### src/rtl/cis_pkg.sv
package cis_pkg;
   // source indices inside the pending and enable vectors
   localparam int SRC_DRV = 0;
   localparam int SRC_MEM = 1;
   // word offsets of the host registers
   localparam int OFF_ADDR_LO = 0;
   localparam int OFF_ADDR_HI = 1;
   localparam int OFF_STAT    = 3;
   localparam int OFF_SET     = 5;
   localparam int OFF_CLR     = 7;
   // busy flag position in the drive status byte
   localparam int DSR_BUSY    = 7;
endpackage

### src/rtl/cis_src_detect.sv
module cis_src_detect #(
   parameter int          NUM_SRC  = 2,
   parameter logic [NUM_SRC-1:0] EDGE_MODE = '1
) (
   input  logic               clk,
   input  logic               rst_n,
   input  logic [NUM_SRC-1:0] src_in,
   output logic [NUM_SRC-1:0] src_evt
);
   for (genvar i = 0; i < NUM_SRC; i++) begin : g_src
      if (EDGE_MODE[i]) begin : g_edge
         logic prev_q;
         always_ff @(posedge clk or negedge rst_n) begin
            if (!rst_n) prev_q <= 1'b0;
            else        prev_q <= src_in[i];
         end
         assign src_evt[i] = src_in[i] & ~prev_q;
         AST_EDGE_ONCE: assert property (@(posedge clk) disable iff (!rst_n)
            src_evt[i] |=> !src_evt[i]);
      end else begin : g_pulse
         assign src_evt[i] = src_in[i];
      end
   end
endmodule

### src/rtl/cis_pend_bank.sv
module cis_pend_bank #(
   parameter int NUM_SRC = 2
) (
   input  logic               clk,
   input  logic               rst_n,
   input  logic [NUM_SRC-1:0] set_evt,
   input  logic [NUM_SRC-1:0] clr_mask,
   input  logic [NUM_SRC-1:0] en_set,
   output logic [NUM_SRC-1:0] pend_q,
   output logic [NUM_SRC-1:0] en_q,
   output logic               irq
);
   logic [NUM_SRC-1:0] active;

   for (genvar i = 0; i < NUM_SRC; i++) begin : g_bit
      always_ff @(posedge clk or negedge rst_n) begin
         if (!rst_n)            pend_q[i] <= 1'b0;
         else if (set_evt[i])   pend_q[i] <= 1'b1;
         else if (clr_mask[i])  pend_q[i] <= 1'b0;
      end
      always_ff @(posedge clk or negedge rst_n) begin
         if (!rst_n)          en_q[i] <= 1'b0;
         else if (en_set[i])  en_q[i] <= 1'b1;
      end
      assign active[i] = pend_q[i] & en_q[i];

      AST_SET_WINS: assert property (@(posedge clk) disable iff (!rst_n)
         set_evt[i] |=> pend_q[i]);
      AST_CLR_TAKES: assert property (@(posedge clk) disable iff (!rst_n)
         (clr_mask[i] && !set_evt[i]) |=> !pend_q[i]);
      AST_RISE_CAUSE: assert property (@(posedge clk) disable iff (!rst_n)
         $rose(pend_q[i]) |-> $past(set_evt[i]));
      AST_EN_STICKY: assert property (@(posedge clk) disable iff (!rst_n)
         en_q[i] |=> en_q[i]);
   end

   assign irq = |active;
endmodule

### src/rtl/cis_err_cap.sv
module cis_err_cap #(
   parameter int ADDR_W = 64
) (
   input  logic              clk,
   input  logic              rst_n,
   input  logic              err_set,
   input  logic              err_pend,
   input  logic [ADDR_W-1:0] addr_in,
   output logic [ADDR_W-1:0] addr_q
);
   logic take;
   assign take = err_set & ~err_pend;

   always_ff @(posedge clk or negedge rst_n) begin
      if (!rst_n)    addr_q <= '0;
      else if (take) addr_q <= addr_in;
   end

   AST_ADDR_HOLD: assert property (@(posedge clk) disable iff (!rst_n)
      (err_pend && $past(err_pend)) |-> $stable(addr_q));
endmodule

### src/rtl/cis_regif.sv
module cis_regif
   import cis_pkg::*;
#(
   parameter int NUM_SRC = 2,
   parameter int DATA_W  = 32,
   parameter int ADDR_W  = 64,
   parameter int REG_AW  = 3
) (
   input  logic              reg_wr,
   input  logic              reg_rd,
   input  logic [REG_AW-1:0] reg_addr,
   input  logic [DATA_W-1:0] reg_wdata,
   input  logic [NUM_SRC-1:0] pend,
   input  logic [NUM_SRC-1:0] en,
   input  logic [ADDR_W-1:0] cap_addr,
   output logic [NUM_SRC-1:0] set_mask,
   output logic [NUM_SRC-1:0] clr_mask,
   output logic [DATA_W-1:0] reg_rdata
);
   localparam int EXT_W = 2 * DATA_W;

   logic [EXT_W-1:0]  addr_ext;
   logic [DATA_W-1:0] rd_mux;

   always_comb begin
      addr_ext = '0;
      addr_ext[ADDR_W-1:0] = cap_addr;
   end

   assign set_mask = (reg_wr && reg_addr == REG_AW'(OFF_SET)) ? reg_wdata[NUM_SRC-1:0] : '0;
   assign clr_mask = (reg_wr && reg_addr == REG_AW'(OFF_CLR)) ? reg_wdata[NUM_SRC-1:0] : '0;

   always_comb begin
      rd_mux = '0;
      if (reg_addr == REG_AW'(OFF_ADDR_LO))      rd_mux = addr_ext[DATA_W-1:0];
      else if (reg_addr == REG_AW'(OFF_ADDR_HI)) rd_mux = addr_ext[EXT_W-1:DATA_W];
      else if (reg_addr == REG_AW'(OFF_STAT))    rd_mux[NUM_SRC-1:0] = pend;
      else if (reg_addr == REG_AW'(OFF_SET))     rd_mux[NUM_SRC-1:0] = en;
   end

   assign reg_rdata = reg_rd ? rd_mux : '0;

   always_comb begin
      if (!reg_rd) AST_RD_IDLE: assert (reg_rdata == '0);
   end
endmodule

### src/rtl/chan_irq_stat.sv
module chan_irq_stat
   import cis_pkg::*;
#(
   parameter int NUM_SRC = 2,
   parameter int DATA_W  = 32,
   parameter int ADDR_W  = 64,
   parameter int REG_AW  = 3,
   parameter int DSR_W   = 8
) (
   input  logic              clk,
   input  logic              rst_n,
   input  logic              reg_wr,
   input  logic              reg_rd,
   input  logic [REG_AW-1:0] reg_addr,
   input  logic [DATA_W-1:0] reg_wdata,
   output logic [DATA_W-1:0] reg_rdata,
   input  logic              drv_intrq,
   input  logic              merr_vld,
   input  logic [ADDR_W-1:0] merr_addr,
   input  logic              dsr_vld,
   input  logic [DSR_W-1:0]  dsr_byte,
   output logic              irq_req
);
   // drive line is edge sensed, memory error arrives as a pulse
   localparam logic [NUM_SRC-1:0] EDGE_MODE = NUM_SRC'(1) << SRC_DRV;

   if (NUM_SRC != 2)              begin : g_bad_src  $error("NUM_SRC must be 2");            end
   if (ADDR_W <= DATA_W || ADDR_W > 2 * DATA_W)
                                  begin : g_bad_addr $error("ADDR_W must fit two data words"); end
   if (REG_AW < 3)                begin : g_bad_aw   $error("REG_AW must reach offset 7");    end
   if (DSR_W <= DSR_BUSY)         begin : g_bad_dsr  $error("status byte lacks busy bit");    end

   logic [NUM_SRC-1:0] src_in, src_evt, set_mask, wclr_mask, clr_all, pend_q, en_q;
   logic [ADDR_W-1:0]  cap_addr;
   logic               dsr_clr, irq_int;

   always_comb begin
      src_in          = '0;
      src_in[SRC_DRV] = drv_intrq;
      src_in[SRC_MEM] = merr_vld;
   end

   assign dsr_clr = dsr_vld & ~dsr_byte[DSR_BUSY];
   assign clr_all = wclr_mask | {NUM_SRC{dsr_clr}};

   cis_src_detect #(.NUM_SRC(NUM_SRC), .EDGE_MODE(EDGE_MODE)) u_det (
      .clk(clk), .rst_n(rst_n), .src_in(src_in), .src_evt(src_evt));

   cis_pend_bank #(.NUM_SRC(NUM_SRC)) u_bank (
      .clk(clk), .rst_n(rst_n), .set_evt(src_evt), .clr_mask(clr_all),
      .en_set(set_mask), .pend_q(pend_q), .en_q(en_q), .irq(irq_int));

   cis_err_cap #(.ADDR_W(ADDR_W)) u_cap (
      .clk(clk), .rst_n(rst_n), .err_set(src_evt[SRC_MEM]),
      .err_pend(pend_q[SRC_MEM]), .addr_in(merr_addr), .addr_q(cap_addr));

   cis_regif #(.NUM_SRC(NUM_SRC), .DATA_W(DATA_W), .ADDR_W(ADDR_W), .REG_AW(REG_AW)) u_reg (
      .reg_wr(reg_wr), .reg_rd(reg_rd), .reg_addr(reg_addr), .reg_wdata(reg_wdata),
      .pend(pend_q), .en(en_q), .cap_addr(cap_addr), .set_mask(set_mask),
      .clr_mask(wclr_mask), .reg_rdata(reg_rdata));

   assign irq_req = irq_int;

   AST_BUSY_KEEPS: assert property (@(posedge clk) disable iff (!rst_n)
      (dsr_vld && dsr_byte[DSR_BUSY] && !reg_wr && pend_q[SRC_DRV]) |=> pend_q[SRC_DRV]);
   AST_IDLE_CLR: assert property (@(posedge clk) disable iff (!rst_n)
      (dsr_clr && !(|src_evt)) |=> (pend_q == '0));
endmodule

### config.mk
export PLATFORM = sky130hd
export DESIGN_NAME = chan_irq_stat
export DESIGN_NICKNAME = d
export VERILOG_FILES = /design/src/rtl/cis_pkg.sv /design/src/rtl/cis_src_detect.sv /design/src/rtl/cis_pend_bank.sv /design/src/rtl/cis_err_cap.sv /design/src/rtl/cis_regif.sv /design/src/rtl/chan_irq_stat.sv
export SDC_FILE = /design/constraint.sdc
export NUM_CORES = 1
export LEC_CHECK = 0
export BUFFER_PORTS_ARGS = -buffer_cell sky130_fd_sc_hd__buf_2
export CORE_AREA = 2 2 96 98
export CTS_CLUSTER_DIAMETER = 100
export DETAILED_ROUTE_END_ITERATION = 16
export DIE_AREA = 0 0 98 100
export GPL_TIMING_DRIVEN = 0
export PLACE_DENSITY = 0.75
export SLEW_MARGIN = 20
export SYNTH_ARGS = -nofsm -noshare
export SYNTH_HDL_FRONTEND = slang
export SYNTH_HIERARCHICAL = 1
export SYNTH_SLANG_ARGS = --single-unit
### constraint.sdc
create_clock -name clk -period 1.3 [get_ports clk]
set_clock_uncertainty 0.1 [all_clocks]
set_input_delay 0.065 -clock clk [delete_from_list [all_inputs] [get_ports clk]]
set_output_delay 0.065 -clock clk [all_outputs]
set_load 0.02 [all_outputs]
==> flow_summary.ini, run 1 <==
[logic_synthesis]
synthAdderAreaFrac_pct = 0
synth_top_family_by_area = multiplexers
seq_area_frac_synth_pct = 45.3
synth_xor_area_share_pct = 0
ys_types = 31
synth_cells = 248
yosys.area_share.simple_pct = 11.2
ys_seq_elements = 69
synthMuxAreaShare_pct = 25.1
synth_compound_area_share_pct = 11.4
synthesis.nets = 362
synthesis.area_mm2 = 0.00381
syn_area_per_cell_um2 = 15.4
ys_warn_count = 6

[place]
dp.cells = 466
numPortBuffers = 106
post-place-ws_ns = -0.137
placed_area_mm2 = 0.00450
gp_congestion = 0.745
place_hpwl_um = 5480

[flow_run]
cap_violations = 0

[timing]
slew-limit-headroom_pct = 68.3
worst_slack_ns = -0.147
max_freq_mhz = 691
min_period_ns = 1.45
rsz0062_at_grt = yes
tns_ns = -8.67
maxSlewViolCount = 0
timing.final.crit_share_pct = 111
setup_viol = 71
worstMarginPinSlew_ns = 0.476
hold_ws_ns = 0.0152
hold_viol = 0

[die]
die_area_mm2 = 0.00980
die_h_um = 100
design.core.area_mm2 = 0.00889
rows = 35
initial_core_util_pct = 42.9
die_w_um = 98
ios = 147

[route]
drcViolationCount = 0
ant_nets = 0
first_pass_iters = 4
viasPerCell = 4.90
drt_iter0_drc = 39
routedWlPerCell_um = 17.5
vias = 2811
wirelength_um = 10000

[hold_path]
hold_path.class = in -> reg

[clocking]
cts_root_buf = clkbuf_8
clockBufferDepth = 2
numCtsBuffers = 9
cts_tree = built
htreeDepth = 3
clkTransAtPathRegs_ns = 0.08
clk_latency_ns = 0.33
clock_sinks = 69

[finish]
fill_cells = 670
drive_above_1_share_pct = 63.5
fin_cells = 574
fin_area_mm2 = 0.00590
layout.nets = 572
finalCoreUtilization_pct = 66.4
n_antenna_cell = 0
area_growth_pct = 54.8

[pwr]
totalPowerFinal_mw = 6.78
power.density_mw_per_mm2 = 1150
leakage_nw = 2.63
ir_drop_uv = 654

[critical_path]
crit_required_ns = 1.41
path_class = reg -> reg
worstPathMaxFanout = 10
cp-end-kind = register
worstSetupStartpointType = register
crit_arrival_ns = 1.56

[global_route]
grt_max_degree = 41
grt_pass1_wl_um = 15300
overflow = 0
grt_pass1_vias = 3033
grt_antenna_before_repair = 0
grt.total_usage_pct = 20.0

[status]
status = finished with violations
violations = setup timing
==> where the power goes <==
group          leakage, nW  switching, mW  total (mW)  internal (mW)
Combinational         1.73          0.637        1.99           1.35
Clock               0.0943          0.834        1.77          0.932
Sequential           0.806          0.370        3.03           2.66
Total                 2.63           1.84        6.78           4.94
==> cell usage in the layout, fill, tap and decap left out, types with 2 or more instances in the layout <==
cell            n
dlygate4sd3_1  69
clkbuf_16       2
clkbuf_1        3
nor2b_2        30
nand3_1         2
buf_4          21
nand4b_1        2
inv_1           3
buf_2          71
clkinv_2        2
nor2b_4         2
buf_8           2
nor2_1          5
mux2_2          4
or2_1           2
a22oi_2        30
clkinvlp_4      3
clkbuf_8       10
dfrtp_1        69
buf_12         12
nand2_1         3
nand2b_1        3
buf_6          38
mux2_4         60
==> cell usage after synthesis, drive strengths merged <==
cell | n | area [um^2]
nor3b | 1 | 18.8
o21ai | 1 | 5.00
a21boi | 1 | 7.51
o22ai | 1 | 6.26
nand2 | 3 | 11.3
or2b | 1 | 7.51
nor2b | 32 | 290
or2 | 2 | 12.5
nor2 | 5 | 18.8
and3 | 1 | 6.26
mux2i | 1 | 10.0
inv | 3 | 11.3
nand2b | 3 | 18.8
nor3 | 1 | 16.3
clkbuf | 3 | 11.3
a22o | 1 | 8.76
nand3 | 2 | 10.0
a31oi | 1 | 6.26
nand4b | 2 | 17.5
buf | 17 | 243
dfrtp | 69 | 1730
a22oi | 30 | 375
a21o | 2 | 16.3
o41ai | 1 | 8.76
mux2 | 64 | 946
==> what timing repair did <==
item,in CTS,in global routing
hold buffers,69,0
setup buffers,5,15
endpoints found under the setup margin,97,97
hold endpoints to repair,137,0
resized for setup,55,25
pin swaps,5,6
gates cloned,2,2
==> cells by family after synthesis <==
| logic type | count (synthesis) |
|---|---|
| muxes | 65 |
| buffers and inverters | 23 |
| and+or+nand+nor | 53 |
| AOI/OAI and AO/OA | 38 |
| DFF | 69 |
==> worst max-delay path, cell delays in order, from the launching register on <==
cell and delay (ns):
dfrtp_1 0.44, nor2b_4 0.14, buf_12 0.17, buf_12 0.16
mux2_4 0.31
==> registers in the layout, indices dropped and copies added, names as in the netlist <==
| signal | cells |
|---|---|
| u_bank/en_q | 2 |
| u_bank/pend_q | 2 |
| u_cap/addr_q | 64 |
| u_det/g_src.g_edge.prev_q | 1 |
==> cell type report <==
cell class	instances	area, um^2	share of cell area (%)
clock inverters	6	62.6	1.06
plain buffers	20	285	4.84
repair buffers	199	1710	28.9
multi-input cells	156	1830	31.0
inverters	3	11.3	0.191
clock buffers	10	138	2.33
flip-flops and latches	69	1730	29.3
well taps	111	139	2.35
==> final timing paths <==
path / from / to / slack, ns / cells past startpoint
worst max-delay path: u_bank/pend_q[1]$_DFFE_PN0P_ / u_cap/addr_q[4]$_DFFE_PN0P_ / -0.15 / 4
worst min-delay path: reg_wdata[1] / u_bank/en_q[1]$_DFFE_PN0P_ / 0.02 / 4
worst max register to register: u_bank/pend_q[1]$_DFFE_PN0P_ / u_cap/addr_q[4]$_DFFE_PN0P_ / -0.15 / 4
worst min register to register: u_bank/en_q[0]$_DFFE_PN0P_ / u_bank/en_q[0]$_DFFE_PN0P_ / 0.40 / 1
max in group asynchronous: rst_n / u_cap/addr_q[63]$_DFFE_PN0P_ / 0.44 / 3
min in group asynchronous: rst_n / u_cap/addr_q[46]$_DFFE_PN0P_ / 0.11 / 2
==> metal layers <==
layer  vias up  track usage, %  share of wire, %
li1       1300               -                 -
met1      1424            23.9                42
met2        77            36.0                53
met3        10            5.71               4.6
met4         0            4.17              0.85
met5         -               0                 0
Note: power is estimated with default switching activity, not from simulation.
==> run 2: changes to the inputs <==
--- a/config.mk
+++ b/config.mk
@@ -6,14 +6,14 @@
 export NUM_CORES = 1
 export LEC_CHECK = 0
 export BUFFER_PORTS_ARGS = -buffer_cell sky130_fd_sc_hd__buf_2
-export CORE_AREA = 2 2 96 98
+export CORE_AREA = 2 2 90 92
 export CTS_CLUSTER_DIAMETER = 100
 export DETAILED_ROUTE_END_ITERATION = 16
-export DIE_AREA = 0 0 98 100
+export DIE_AREA = 0 0 92 94
 export GPL_TIMING_DRIVEN = 0
 export PLACE_DENSITY = 0.75
+export REMOVE_ABC_BUFFERS = 1
 export SLEW_MARGIN = 20
 export SYNTH_ARGS = -nofsm -noshare
 export SYNTH_HDL_FRONTEND = slang
-export SYNTH_HIERARCHICAL = 1
 export SYNTH_SLANG_ARGS = --single-unit
==> constraint.sdc (replaced) <==
create_clock -name clk -period 1.6 [get_ports clk]
set_clock_uncertainty 0.1 [all_clocks]
set_input_delay 0.08 -clock clk [delete_from_list [all_inputs] [get_ports clk]]
set_output_delay 0.08 -clock clk [all_outputs]
set_load 0.02 [all_outputs]
==> run 2 against run 1 <==
Net effect:
- design area fell by 14%
- non-clock buffer count down 24
- register-to-register slack better by 0.26 ns
- clock power shrank 23%
- synthesized cell count shrank 4.8%
- sequential cell count did not move
- wire length fell by 15%
- utilization hardly changed
- die area shrank 12%
- global-route usage rose by 0.52 points
- combinational power is 44% lower
- critical path type is now reg -> out
- critical path depth unchanged
- the run now ends clean
==> flow_summary.ini, run 2 <==
[global_route]
grt_pass1_wl_um = 13700
grt_max_degree = 42
grt_pass1_vias = 2873
overflow = 0
grt.total_usage_pct = 20.5
grt_antenna_before_repair = 0

[logic_synthesis]
synth_cells = 236
synth-async-reset-ratio_pct = 100
yosysMostFrequentCell = dfrtp_1
synth_top_area_share_pct = 51.1
ys_warn_count = 0
synth_commonest_cells = 69 x dfrtp_1, 64 x mux2_2, 20 x a22oi_2, 20 x nor2b_2, 12 x buf_6
seq_area_frac_synth_pct = 51.1
syn_area_per_cell_um2 = 14.3
synth-main-ff-cell = dfrtp_1
synth_edf_count = 0
ys_seq_elements = 69
synthTopCellsByArea = dfrtp_1 51%, mux2_2 21%, a22oi_2 7.4%
ys_types = 26
synth_top_cell_by_area = dfrtp_1
synthesis.area_mm2 = 0.00338

[route]
first_pass_iters = 4
routedWlPerCell_um = 16.0
met1_length_um = 3390
drcViolationCount = 0
ant_nets = 0
wirelength_um = 8510
vias = 2670
maxUsedRoutingLayer = met4
drt_iter0_drc = 97
dr_wl_met2_um = 4670
viasPerCell = 5.02
met3_length_um = 364

[finish]
largest_reg_flops = 64
final_common_cell = buf_2
reg_top3 = u_cap.addr_q x64, u_bank.en_q x2, u_bank.pend_q x2
drive_above_1_share_pct = 58.1
finalCoreUtilization_pct = 66.3
layout.nets = 539
layout_common_cells = 107 x buf_2, 72 x dlygate4sd3_1, 69 x dfrtp_1, 64 x mux2_2
area_growth_pct = 49.3
fin_area_mm2 = 0.00505
fill_cells = 564
max_flop_register = u_cap.addr_q
n_antenna_cell = 0

[pwr]
seqPwrFrac_pct = 49.3
internal-power_mw = 3.57
ir_drop_uv = 517
clkPwrFrac_pct = 27.9
totalPowerFinal_mw = 4.88
p_sw_mw = 1.31
leakage_nw = 2.21
comb_power_share_pct = 22.8
switching_share_pct = 26.9
power.density_mw_per_mm2 = 967

[critical_path]
worstPathMaxFanout = 2
path_class = reg -> out
crit_required_ns = 1.42
cp_top_family = flip-flops
critPathSlowestCell = dfrtp_1
max_stage_delay_ns = 0.39
cp-end-kind = primary output
crit_chain = mux2i_1 > nor2_1 > o31a_1 > buf_4
worstSetupStartpointType = register
critPathBufInv = 1
crit_arrival_ns = 1.35

[timing]
worstMarginPinSlew_ns = 0.536
timing.final.crit_share_pct = 95.9
setup_viol = 0
min_period_ns = 1.53
maxSlewViolCount = 0
slew-limit-headroom_pct = 64.3
max_freq_mhz = 652
tns_ns = 0
worst_slack_ns = 0.0655
hold_viol = 0

[clocking]
numCtsBuffers = 9
clock_sinks = 69
clk_latency_ns = 0.33
cts_tree = built
htreeDepth = 3
clockBufferDepth = 2
cts_root_buf = clkbuf_8
clkTransAtPathRegs_ns = 0.08

[place]
place_hpwl_um = 4920
gp_congestion = 0.706
placed_area_mm2 = 0.00406
numPortBuffers = 109
post-place-ws_ns = -0.179

[die]
rows = 32
initial_core_util_pct = 44.4
die_area_mm2 = 0.00865
design.core.area_mm2 = 0.00761
ios = 147
die_h_um = 94
die_w_um = 92

[hold_path]
hold_path.class = in -> reg

[status]
status = completed

[flow_run]
cap_violations = 0
run 2: changes by cell type in the layout (fill, tap and decap cells not counted), sizes merged, moves of 3 or more:
cell	change
buf	-22
clkbuf	-5
nor2	-3
dlygate4sd3	+3
run 2: cells by family (layout without fill, tap and decap cells):
kind of cell    Yosys count  count (layout)  share of synthesized area, %
compound gates           37              37                          11.5
buf+inv                  18             212                          4.89
mux                      66              66                          21.9
simple gates             46              46                          10.6
flops                    69              69                          51.1
run 2: final timing paths:
path / startpoint / end / slack [ns] / cells after the start
setup / recovery: u_bank.en_q[1]$_DFFE_PN0P_ / reg_rdata[1] / 0.07 / 4
hold / removal: reg_addr[2] / u_bank.en_q[1]$_DFFE_PN0P_ / 0.09 / 2
setup reg to reg: u_bank.pend_q[1]$_DFFE_PN0P_ / u_cap.addr_q[63]$_DFFE_PN0P_ / 0.11 / 4
hold reg to reg: u_cap.addr_q[0]$_DFFE_PN0P_ / u_cap.addr_q[0]$_DFFE_PN0P_ / 0.40 / 1
max in group asynchronous: rst_n / u_cap.addr_q[39]$_DFFE_PN0P_ / 0.75 / 3
min in group asynchronous: rst_n / u_det.g_src[0].g_edge.prev_q$_DFF_PN0_ / 0.10 / 2
run 2: area by class of cell:
class | count | area, um^2 | area share, %
clock buffer | 10 | 128 | 2.53
sequential | 69 | 1730 | 34.2
inverter | 1 | 3.75 | 0.0744
timing repair buffer | 195 | 1490 | 29.5
clock inverter | 6 | 63.8 | 1.26
tap | 102 | 128 | 2.53
multi-input combinational | 149 | 1510 | 29.9
run 2: timing repair:
action	4_1_cts	5_1_grt
resized for setup	0	2
setup buffers	5	2
endpoints found under the hold margin	138	0
pin swaps	1	1
hold buffers	72	0
setup endpoints to repair	62	1
run 2: worst register-to-register path, cell delays in order, from the launching register on:
cell and delay (ns):
dfrtp_1 0.43, nor2b_4 0.14, buf_12 0.14, buf_12 0.19
mux2_2 0.37
run 2: power by group through the flow:
stage	clock (mW)	combinational (mW)	sequential, mW
final	1.36	1.11	2.41
after global routing	1.50	1.20	2.47
after CTS	1.41	1.09	2.41
after detailed placement	0	0.935	2.44
after global placement	0	0.879	2.41
after floorplan	0	0.641	2.38
run 2: through the flow:
| step | std cells | hold WS, ns |
|---|---|---|
| 2_1_floorplan | 219 | -0.316 |
| 4_1_cts | 530 | 0.0524 |
| 5_1_grt | 532 | 0.0679 |
| 6_report | 532 | 0.0864 |
| 3_3_place_gp | 430 | 0.107 |
| 3_5_place_dp | 437 | -0.0711 |
run 2: per-layer routing:
metal  GRT usage [%]  vias to the layer above
li1                -                     1239
met1            22.5                     1350
met2            38.9                       72
met3            5.86                        9
met4            4.98                        0
met5               0                        -
